**src/rtl/prf_pkg.sv**
```systemverilog
`timescale 1ns/1ps
package prf_pkg;
    typedef enum logic [1:0] {
        SYM_ZERO = 2'd0,
        SYM_ONE  = 2'd1,
        SYM_BAD  = 2'd2
    } sym_t;

    typedef enum logic [1:0] {
        S_IDLE    = 2'd0,
        S_COLLECT = 2'd1,
        S_DELIVER = 2'd2
    } rx_state_t;
endpackage

```
**src/rtl/prf_edge_sync.sv**
```systemverilog
`timescale 1ns/1ps
module prf_edge_sync (
    input  logic clk,
    input  logic rst_n,
    input  logic async_in,
    output logic rise
);
    logic [2:0] sh_q;

    always_ff @(posedge clk) begin
        if (!rst_n) sh_q <= '0;
        else        sh_q <= {sh_q[1:0], async_in};
    end

    // sh_q[1] is the second synchroniser stage, sh_q[2] its delayed copy
    assign rise = sh_q[1] & ~sh_q[2];
endmodule

```
**src/rtl/prf_interval_timer.sv**
```systemverilog
`timescale 1ns/1ps
module prf_interval_timer #(
    parameter int CNT_W    = 12,
    parameter int LIMIT    = 3000,
    parameter int TICK_DIV = 1
) (
    input  logic             clk,
    input  logic             rst_n,
    input  logic             restart,
    output logic [CNT_W-1:0] cnt
);
    localparam logic [CNT_W-1:0] LIM_C = CNT_W'(LIMIT);
    logic tick;

    generate
        if (TICK_DIV > 1) begin : g_div
            localparam int DIV_W = $clog2(TICK_DIV);
            localparam logic [DIV_W-1:0] DIV_TOP = DIV_W'(TICK_DIV - 1);
            logic [DIV_W-1:0] div_q;
            always_ff @(posedge clk) begin
                if (!rst_n || restart || div_q == DIV_TOP) div_q <= '0;
                else                                       div_q <= div_q + 1'b1;
            end
            assign tick = (div_q == DIV_TOP);
        end else begin : g_nodiv
            assign tick = 1'b1;
        end
    endgenerate

    // Counter parks at LIMIT (stopped) until the next edge restarts it
    always_ff @(posedge clk) begin
        if (!rst_n)                   cnt <= LIM_C;
        else if (restart)             cnt <= CNT_W'(1);
        else if (tick && cnt < LIM_C) cnt <= cnt + 1'b1;
    end

    p_cnt_bound_r11: assert property (@(posedge clk) disable iff (!rst_n)
        cnt <= LIM_C);
    p_cnt_park_r11: assert property (@(posedge clk) disable iff (!rst_n)
        (cnt == LIM_C && !restart) |=> cnt == LIM_C);
endmodule

```
**src/rtl/prf_classify.sv**
```systemverilog
`timescale 1ns/1ps
module prf_classify
    import prf_pkg::*;
#(
    parameter int CNT_W     = 12,
    parameter int ONE_TICKS = 150,
    parameter int ZERO_TICKS = 90,
    parameter int FUZZ      = 20
) (
    input  logic [CNT_W-1:0] interval,
    output sym_t             sym
);
    localparam logic [CNT_W-1:0] ONE_LO  = CNT_W'(ONE_TICKS - FUZZ);
    localparam logic [CNT_W-1:0] ONE_HI  = CNT_W'(ONE_TICKS + FUZZ);
    localparam logic [CNT_W-1:0] ZERO_LO = CNT_W'(ZERO_TICKS - FUZZ);
    localparam logic [CNT_W-1:0] ZERO_HI = CNT_W'(ZERO_TICKS + FUZZ);

    always_comb begin
        if (interval > ONE_LO && interval < ONE_HI)        sym = SYM_ONE;
        else if (interval > ZERO_LO && interval < ZERO_HI) sym = SYM_ZERO;
        else                                               sym = SYM_BAD;
    end
endmodule

```
**src/rtl/pulse_frame_rx.sv**
```systemverilog
`timescale 1ns/1ps
module pulse_frame_rx
    import prf_pkg::*;
#(
    parameter int ONE_TICKS  = 150,
    parameter int ZERO_TICKS = 90,
    parameter int FUZZ       = 20,
    parameter int STOP_MULT  = 20,
    parameter int MAX_BITS   = 31,
    parameter int NOISE_BITS = 4,
    parameter int TICK_DIV   = 1
) (
    input  logic                        clk,
    input  logic                        rst_n,
    input  logic                        env_in,
    output logic                        frame_valid,
    output logic [MAX_BITS-1:0]         frame_data,
    output logic [$clog2(MAX_BITS+1)-1:0] frame_len
);
    localparam int LIMIT = STOP_MULT * ONE_TICKS;
    localparam int CNT_W = $clog2(LIMIT + 1);
    localparam int LEN_W = $clog2(MAX_BITS + 1);
    localparam logic [CNT_W-1:0] END_C   = CNT_W'(ONE_TICKS + FUZZ);
    localparam logic [LEN_W-1:0] MAX_C   = LEN_W'(MAX_BITS);
    localparam logic [LEN_W-1:0] NOISE_C = LEN_W'(NOISE_BITS);

    logic             rise;
    logic [CNT_W-1:0] cnt;
    sym_t             sym;
    rx_state_t        state_q, state_d;
    logic [MAX_BITS-1:0] data_q;
    logic [LEN_W-1:0]    len_q;
    logic take_bit, frame_end;

    prf_edge_sync u_sync (
        .clk      (clk),
        .rst_n    (rst_n),
        .async_in (env_in),
        .rise     (rise)
    );

    prf_interval_timer #(
        .CNT_W    (CNT_W),
        .LIMIT    (LIMIT),
        .TICK_DIV (TICK_DIV)
    ) u_timer (
        .clk     (clk),
        .rst_n   (rst_n),
        .restart (rise),
        .cnt     (cnt)
    );

    prf_classify #(
        .CNT_W      (CNT_W),
        .ONE_TICKS  (ONE_TICKS),
        .ZERO_TICKS (ZERO_TICKS),
        .FUZZ       (FUZZ)
    ) u_class (
        .interval (cnt),
        .sym      (sym)
    );

    assign take_bit  = rise && (sym != SYM_BAD) && (state_q != S_DELIVER);
    assign frame_end = (state_q == S_COLLECT) &&
                       ((rise && sym == SYM_BAD) || (!rise && cnt >= END_C));

    // Next state
    always_comb begin
        state_d = state_q;
        unique case (state_q)
            S_IDLE:    if (take_bit) state_d = S_COLLECT;
            S_COLLECT: if (frame_end)
                           state_d = (len_q > NOISE_C) ? S_DELIVER : S_IDLE;
            S_DELIVER: state_d = S_IDLE;
            default:   state_d = S_IDLE;
        endcase
    end

    // State register
    always_ff @(posedge clk) begin
        if (!rst_n) state_q <= S_IDLE;
        else        state_q <= state_d;
    end

    // Bit accumulator
    always_ff @(posedge clk) begin
        if (!rst_n || state_q == S_DELIVER || (frame_end && state_d == S_IDLE)) begin
            data_q <= '0;
            len_q  <= '0;
        end else if (take_bit && len_q < MAX_C) begin
            data_q[len_q] <= (sym == SYM_ONE);
            len_q         <= len_q + 1'b1;
        end
    end

    // Outputs
    always_comb begin
        frame_valid = (state_q == S_DELIVER);
        frame_data  = frame_valid ? data_q : '0;
        frame_len   = frame_valid ? len_q  : '0;
    end

    p_pulse_r10: assert property (@(posedge clk) disable iff (!rst_n)
        frame_valid |=> !frame_valid);
    p_noise_r8: assert property (@(posedge clk) disable iff (!rst_n)
        frame_valid |-> frame_len > NOISE_C);
    p_len_cap_r9: assert property (@(posedge clk) disable iff (!rst_n)
        len_q <= MAX_C);
    p_idle_ignore_r6: assert property (@(posedge clk) disable iff (!rst_n)
        (state_q == S_IDLE && rise && sym == SYM_BAD) |=> (state_q == S_IDLE && len_q == '0));
    p_timeout_r7: assert property (@(posedge clk) disable iff (!rst_n)
        (state_q == S_COLLECT && !rise && cnt >= END_C) |=> state_q != S_COLLECT);
    p_bad_split_r5: assert property (@(posedge clk) disable iff (!rst_n)
        (state_q == S_COLLECT && rise && sym == SYM_BAD) |=> $stable(len_q) || len_q == '0);
endmodule

```
**config.mk**
```make
export PLATFORM = sky130hd
export DESIGN_NAME = pulse_frame_rx
export DESIGN_NICKNAME = d
export VERILOG_FILES = /design/src/rtl/prf_pkg.sv /design/src/rtl/prf_edge_sync.sv /design/src/rtl/prf_interval_timer.sv /design/src/rtl/prf_classify.sv /design/src/rtl/pulse_frame_rx.sv
export SDC_FILE = /design/constraint.sdc
export NUM_CORES = 1
export LEC_CHECK = 0
export BUFFER_PORTS_ARGS = -buffer_cell sky130_fd_sc_hd__buf_2
export CORE_UTILIZATION = 44
export DETAILED_ROUTE_END_ITERATION = 7
export PLACE_DENSITY = 0.61
export SLEW_MARGIN = 10
export SYNTH_ARGS = -nofsm -noshare
export SYNTH_HDL_FRONTEND = slang
export SYNTH_SLANG_ARGS = --single-unit
export TNS_END_PERCENT = 100
```
**constraint.sdc**
```tcl
create_clock -name clk -period 2.7 [get_ports clk]
set_clock_uncertainty 0.15 [all_clocks]
set_input_delay 0 -clock clk [delete_from_list [all_inputs] [get_ports clk]]
set_output_delay 0 -clock clk [all_outputs]
set_load 0.01 [all_outputs]
```
Yosys cells after proc, flatten, opt, wreduce, memory -nomap -nowiden
Cells that the tools add are included.

word-level totals
  output and inout port bits = 37
  logic and storage cells = 59
  flip-flop bits (word level) = 53

cells by class
  bitwise operators = 3
  equality and inequality tests = 6
  mux-type cells = 13
  magnitude comparators = 10
  reduce and logical (&&, ||, !) cells = 19
  add/subtract/negate cells = 2

operators by type and width
  operator                 count
  $bwmux W31               1
  $mux W31                 1
  $mux W12                 2
  $add A12 B1 Y12 const B  1
  $ge A12 B8 Y1 const B    1
  $gt A12 B7 Y1 const B    1
  $gt A12 B8 Y1 const B    1
  $lt A12 B12 Y1 const B   1
  $lt A12 B7 Y1 const B    1
  $lt A12 B8 Y1 const B    1
  $logic_and A1 B1 Y1      10
  $mux W2                  5
  $lt A5 B6 Y1 const B     1
  $add A5 B1 Y5 const B    1
  $demux W1 S5             1
  $ge A5 B1 Y1 const B     1
  $gt A5 B3 Y1 const B     1
  $lt A5 B5 Y1 const B     1
  $mux W5                  1
  $eq A2 B1 Y1 const B     2
  $eq A2 B2 Y1 const B     2
  $logic_not A2 Y1         2
  $ne A2 B2 Y1 const B     2
  $pmux W2 S2              1
  7 further kinds          11

Logic depth before layout (Yosys ltp)
  word-level depth = 13
  depth in mapped cells = 8
  gate-level depth less buffers = 7

Modules after synthesis
From an unflattened synthesis, not the netlist that was laid out.

unflattened totals
  cells, all modules = 357
  area total of the unflattened synthesis = 3377.0 um2

by module, submodules not included
  module              sequential area each (um2)  area each (um2)  cells an instance  instances
  pulse_frame_rx      760.7                       2496.1           254                1
  prf_interval_timer  240.2                       680.7            82                 1
  prf_classify        0.0                         107.6            14                 1
  prf_edge_sync       60.1                        92.6             7                  1

Worst setup path after synthesis
OpenSTA, ideal clock, no wires.

  kind = flip-flop to flip-flop
  start = reg u_timer.cnt[11]
  end = reg data_q[15]
  arrival = 1905 ps
  data required time = 2400 ps
  slack = 495 ps
  library setup time = 150 ps
  stages on the path, launching flop included = 6
  path buffers = 0
  cell sequence = dfxtp_1 -> or4_4 -> a2111oi_2 -> nand2_1 -> nor2_1 -> a221oi_1

on the way
  cells in the longest elaborated chain, start to end = 13
  elaborated cells between the ends (all ways) = 26
  classes of those cells = 5 x order compare; 3 x eq/ne; 6 x mux; 12 x reduce/logical

RTL lines
  element                                                RTL line                  RTL
  start: declaration                                     prf_interval_timer.sv:10  output logic [CNT_W-1:0] cnt
  start signal: assignment                               prf_interval_timer.sv:34  else if (tick && cnt < LIM_C) cnt <= cnt + 1'b1;
  $gt A12 B7 Y1 / $lt A12 B7 Y1 (equally long branches)  prf_classify.sv:20        else if (interval > ZERO_LO && interval < ZERO_HI) sym = SYM_ZERO;
  $logic_and A1 B1 Y1                                    prf_classify.sv:20
  $mux W2                                                prf_classify.sv:20
  $mux W2                                                prf_classify.sv:19        if (interval > ONE_LO && interval < ONE_HI) sym = SYM_ONE;
  $eq A2 B2 Y1                                           pulse_frame_rx.sv:65      ((rise && sym == SYM_BAD) || (!rise && cnt >= END_C));
  $logic_and A1 B1 Y1                                    pulse_frame_rx.sv:65
  $logic_or A1 B1 Y1                                     pulse_frame_rx.sv:65
  $logic_and A1 B1 Y1                                    pulse_frame_rx.sv:64      assign frame_end = (state_q == S_COLLECT) &&
  $mux W2                                                pulse_frame_rx.sv:72      S_COLLECT: if (frame_end)
  $pmux W2 S2                                            pulse_frame_rx.sv:70      unique case (state_q)
  $logic_not A2 Y1                                       pulse_frame_rx.sv:87      if (!rst_n || state_q == S_DELIVER || (frame_end && state_d == S_IDLE)) begin
  $logic_and A1 B1 Y1                                    pulse_frame_rx.sv:87
  $logic_or A1 B1 Y1                                     pulse_frame_rx.sv:87
  end signal: indexed assignment                         pulse_frame_rx.sv:91      data_q[len_q] <= (sym == SYM_ONE);
  end: declaration                                       pulse_frame_rx.sv:31      logic [MAX_BITS-1:0] data_q;

Several ways; a longest one is shown, not always the timed one.
A chain may end at the register's enable or synchronous reset.

Worst setup path after layout
  start = reg u_timer.cnt[8]
  end = reg data_q[18]

Same word-level chain as after synthesis.

==> impl_metrics.toml <==
[critical_path]
setup.worst_path.start_class = "register"
rrSetupSlack_ps = 170
crit_fanout = 5
cpLargestDelayFamily = "simple AND/OR/NAND/NOR gates"
crit_chain = "or4_4, a2111oi_2, nand2_1, nor2b_1, buf_4, a211oi_1"
critical-path-slowest-cell = "or4_4"
cp_slowest_stage_delay_ps = 510
cp_num_buf_inv = 1
path_depth = 6
r2r_start = "u_timer.cnt[8]$_SDFFE_PN1P_"
arrival_ps = 2540
reg2reg_depth = 6
cp.required_ps = 2710
critPathLaunch = "u_timer.cnt[8]$_SDFFE_PN1P_"
end_kind = "register"
crit_end = "data_q[18]$_SDFFE_PP0P_"
r2r_end = "data_q[18]$_SDFFE_PP0P_"
crit_type = "register to register"

[routing]
ant_nets = 0
wire_per_inst_um = 15.0
drc = 0
vias = 2405
firstDrtPassIters = 5
routed_wl_um = 6470
drtIter0Drc = 93
viasPerCell = 5.59

[layout]
fin_util_pct = 53.3
layout.cells.non_filler = 430
nFillCells = 586
multi_input_comb_area_mm2 = 0.00152
layout.area.seq_mm2 = 0.00106
antenna-diode-count = 0
drive_above_1_share_pct = 23.7
nets = 364
area_growth_pct = 15.3
final_area_mm2 = 0.00320

[sta]
fin_setup_tns_ps = 0
setup_violations = 0
slew_viol_final = 0
rsz0062_at_grt = "no"
fin_crit_ps = 2530
finalHoldViolCount = 0
fin_ws_ps = 171
tightest_slew_ps = 806
min_period_over_period_pct = 93.7
holdWs_ps = 301
fmax_ghz = 0.395
slew-limit-headroom_pct = 45.9

[clock_network]
clk_pin_slew_worst_paths_ps = 90
cts_sinks = 53
cts_tree = "built"
cts_max_path_buffers = 2
numCtsBuffers = 5
htree_levels = 2
clkLatencyLatePin_ps = 300
cts_root_buffer = "clkbuf_8"

[yosys]
netlist_top_cells_area = "dfxtp_1 38%, and2_1 8.8%, a211oi_1 7.6%"
synth.distinct_cells = 42
synth_top_area_cell = "dfxtp_1"
synthFlopType = "dfxtp_1"
syn_area_per_cell_um2 = 8.88
yosys_warnings = 0
syn_nets = 321
netlist_area_mm2 = 0.00277
netlist_instances = 312
synth_edf_count = 0
netlist.area_leader.share_pct = 38.3
ys_seq_elements = 53
synthArstFlopShare_pct = 0
seq_area_frac_synth_pct = 38.3

[pwr]
pwr-share-comb_pct = 6.8
powerDensity_mw_per_mm2 = 426
ir_worst_vdd_v = 0.000305
p_leak_nw = 1.20
power.share.clock_pct = 33.1
total_power_mw = 1.36
p_switching_uw = 323
seqPwrFrac_pct = 60.1
cellInternalPower_mw = 1.04
swShare_pct = 23.7

[placement]
placed_area_mm2 = 0.00308
hpwl_um = 4620
routabilityCongestion = 0.864
port-buffer-count = 39
dp_cells = 420
pre_cts_slack_ps = 236

[global_routing]
grt_max_degree = 34
gr-usage-all-layers_pct = 21.2
overflow = 0
grt_pass1_wl_um = 10800
grt_pass1_vias = 2180
antenna_found_initial = 0

[die]
core_area_mm2 = 0.00599
chipHeight_um = 81.4
initial_core_util_pct = 46.3
row_count = 28
dieWidth_um = 81.4
die_area_mm2 = 0.00662
io_pins = 40

[worst_hold_path]
hp-class = "register to register"

[status]
status = "finished, final reports clean"

[job]
drv_cap = 0
what timing repair did:
item	CTS	global route
resized for setup	0	0
endpoints found under the hold margin	13	0
setup buffers	0	0
hold buffers	3	0
area by class of cell:
| cell class | count | area share (%) |
|---|---|---|
| sequential | 53 | 33.2 |
| tap | 75 | 2.94 |
| timing repair buffer | 64 | 12.2 |
| clock buffer | 7 | 2.70 |
| inverter | 13 | 1.53 |
| multi-input combinational | 218 | 47.4 |
logic make-up after synthesis:
| logic type | after synthesis | synth area share [%] |
|---|---|---|
| AND/OR/NAND/NOR | 98 | 19.9 |
| XOR/XNOR | 10 | 3.16 |
| flip-flops | 53 | 38.3 |
| adder cells (fa/ha/maj) | 6 | 2.71 |
| buffers and inverters | 41 | 7.13 |
| AO/OA/AOI/OAI | 104 | 28.8 |
state kept, by name (all words and copies together), names as in the netlist:
register	cells
data_q	31
u_timer.cnt	12
state_q	2
len_q	5
u_sync.sh_q	3
layout by cell type (no fill, tap or decap), drive strengths merged, types with 2 or more instances in the layout:
cell and n:
inv 13, ha 6, nand3 8, and3 4, xnor2 10, buf 61, or3 3, clkbuf 7
a2111oi 2, nor2 12, dfxtp 53, nand2 11, and2 39, a211oi 38, nor3 6, nor2b 5
nand2b 3, nand4 2, a21boi 2, a31oi 30, dlygate4sd3 3, a21oi 8, o21ai 15
layer usage:
| metal | up-vias | wire length (um) | share of wire, % | global-route usage [%] |
|---|---|---|---|---|
| li1 | 1221 | - | - | - |
| met1 | 1124 | 3310 | 51 | 30.3 |
| met2 | 53 | 2830 | 44 | 32.4 |
| met3 | 7 | 265 | 4.1 | 3.37 |
| met4 | 0 | 66 | 1.0 | 6.07 |
| met5 | - | 0 | 0 | 0 |
worst min path at each step:
stage | from | endpoint | depth (start not counted)
2_1_floorplan | env_in | u_sync.sh_q[0]$_SDFF_PN0_ | 1
3_3_place_gp | env_in | u_sync.sh_q[0]$_SDFF_PN0_ | 2
3_5_place_dp | env_in | u_sync.sh_q[0]$_SDFF_PN0_ | 2
4_1_cts | u_sync.sh_q[0]$_SDFF_PN0_ | u_sync.sh_q[1]$_SDFF_PN0_ | 1
5_1_grt | u_sync.sh_q[0]$_SDFF_PN0_ | u_sync.sh_q[1]$_SDFF_PN0_ | 1
6_report | u_sync.sh_q[0]$_SDFF_PN0_ | u_sync.sh_q[1]$_SDFF_PN0_ | 1
power groups by stage:
stage               logic [mW]  clock network (mW)  registers (mW)
detailed placement      0.0889                   0           0.836
finish                  0.0926               0.450           0.818
global route             0.104               0.496           0.822
global placement        0.0882                   0           0.835
CTS                     0.0928               0.467           0.818
floorplan               0.0761                   0           0.826
Yosys cell counts (4+ instances only):
cell type,instances
a211oi_1,28
a211oi_2,10
a21oi_1,8
a31oi_1,30
and2_1,39
and3_1,4
buf_2,8
clkbuf_1,12
dfxtp_1,53
ha_1,6
inv_1,13
nand2_1,11
nand3_1,8
nor2_1,12
nor2b_1,5
nor3_1,6
o21ai_0,13
xnor2_1,10
Note: power is estimated with default switching activity, not from simulation.
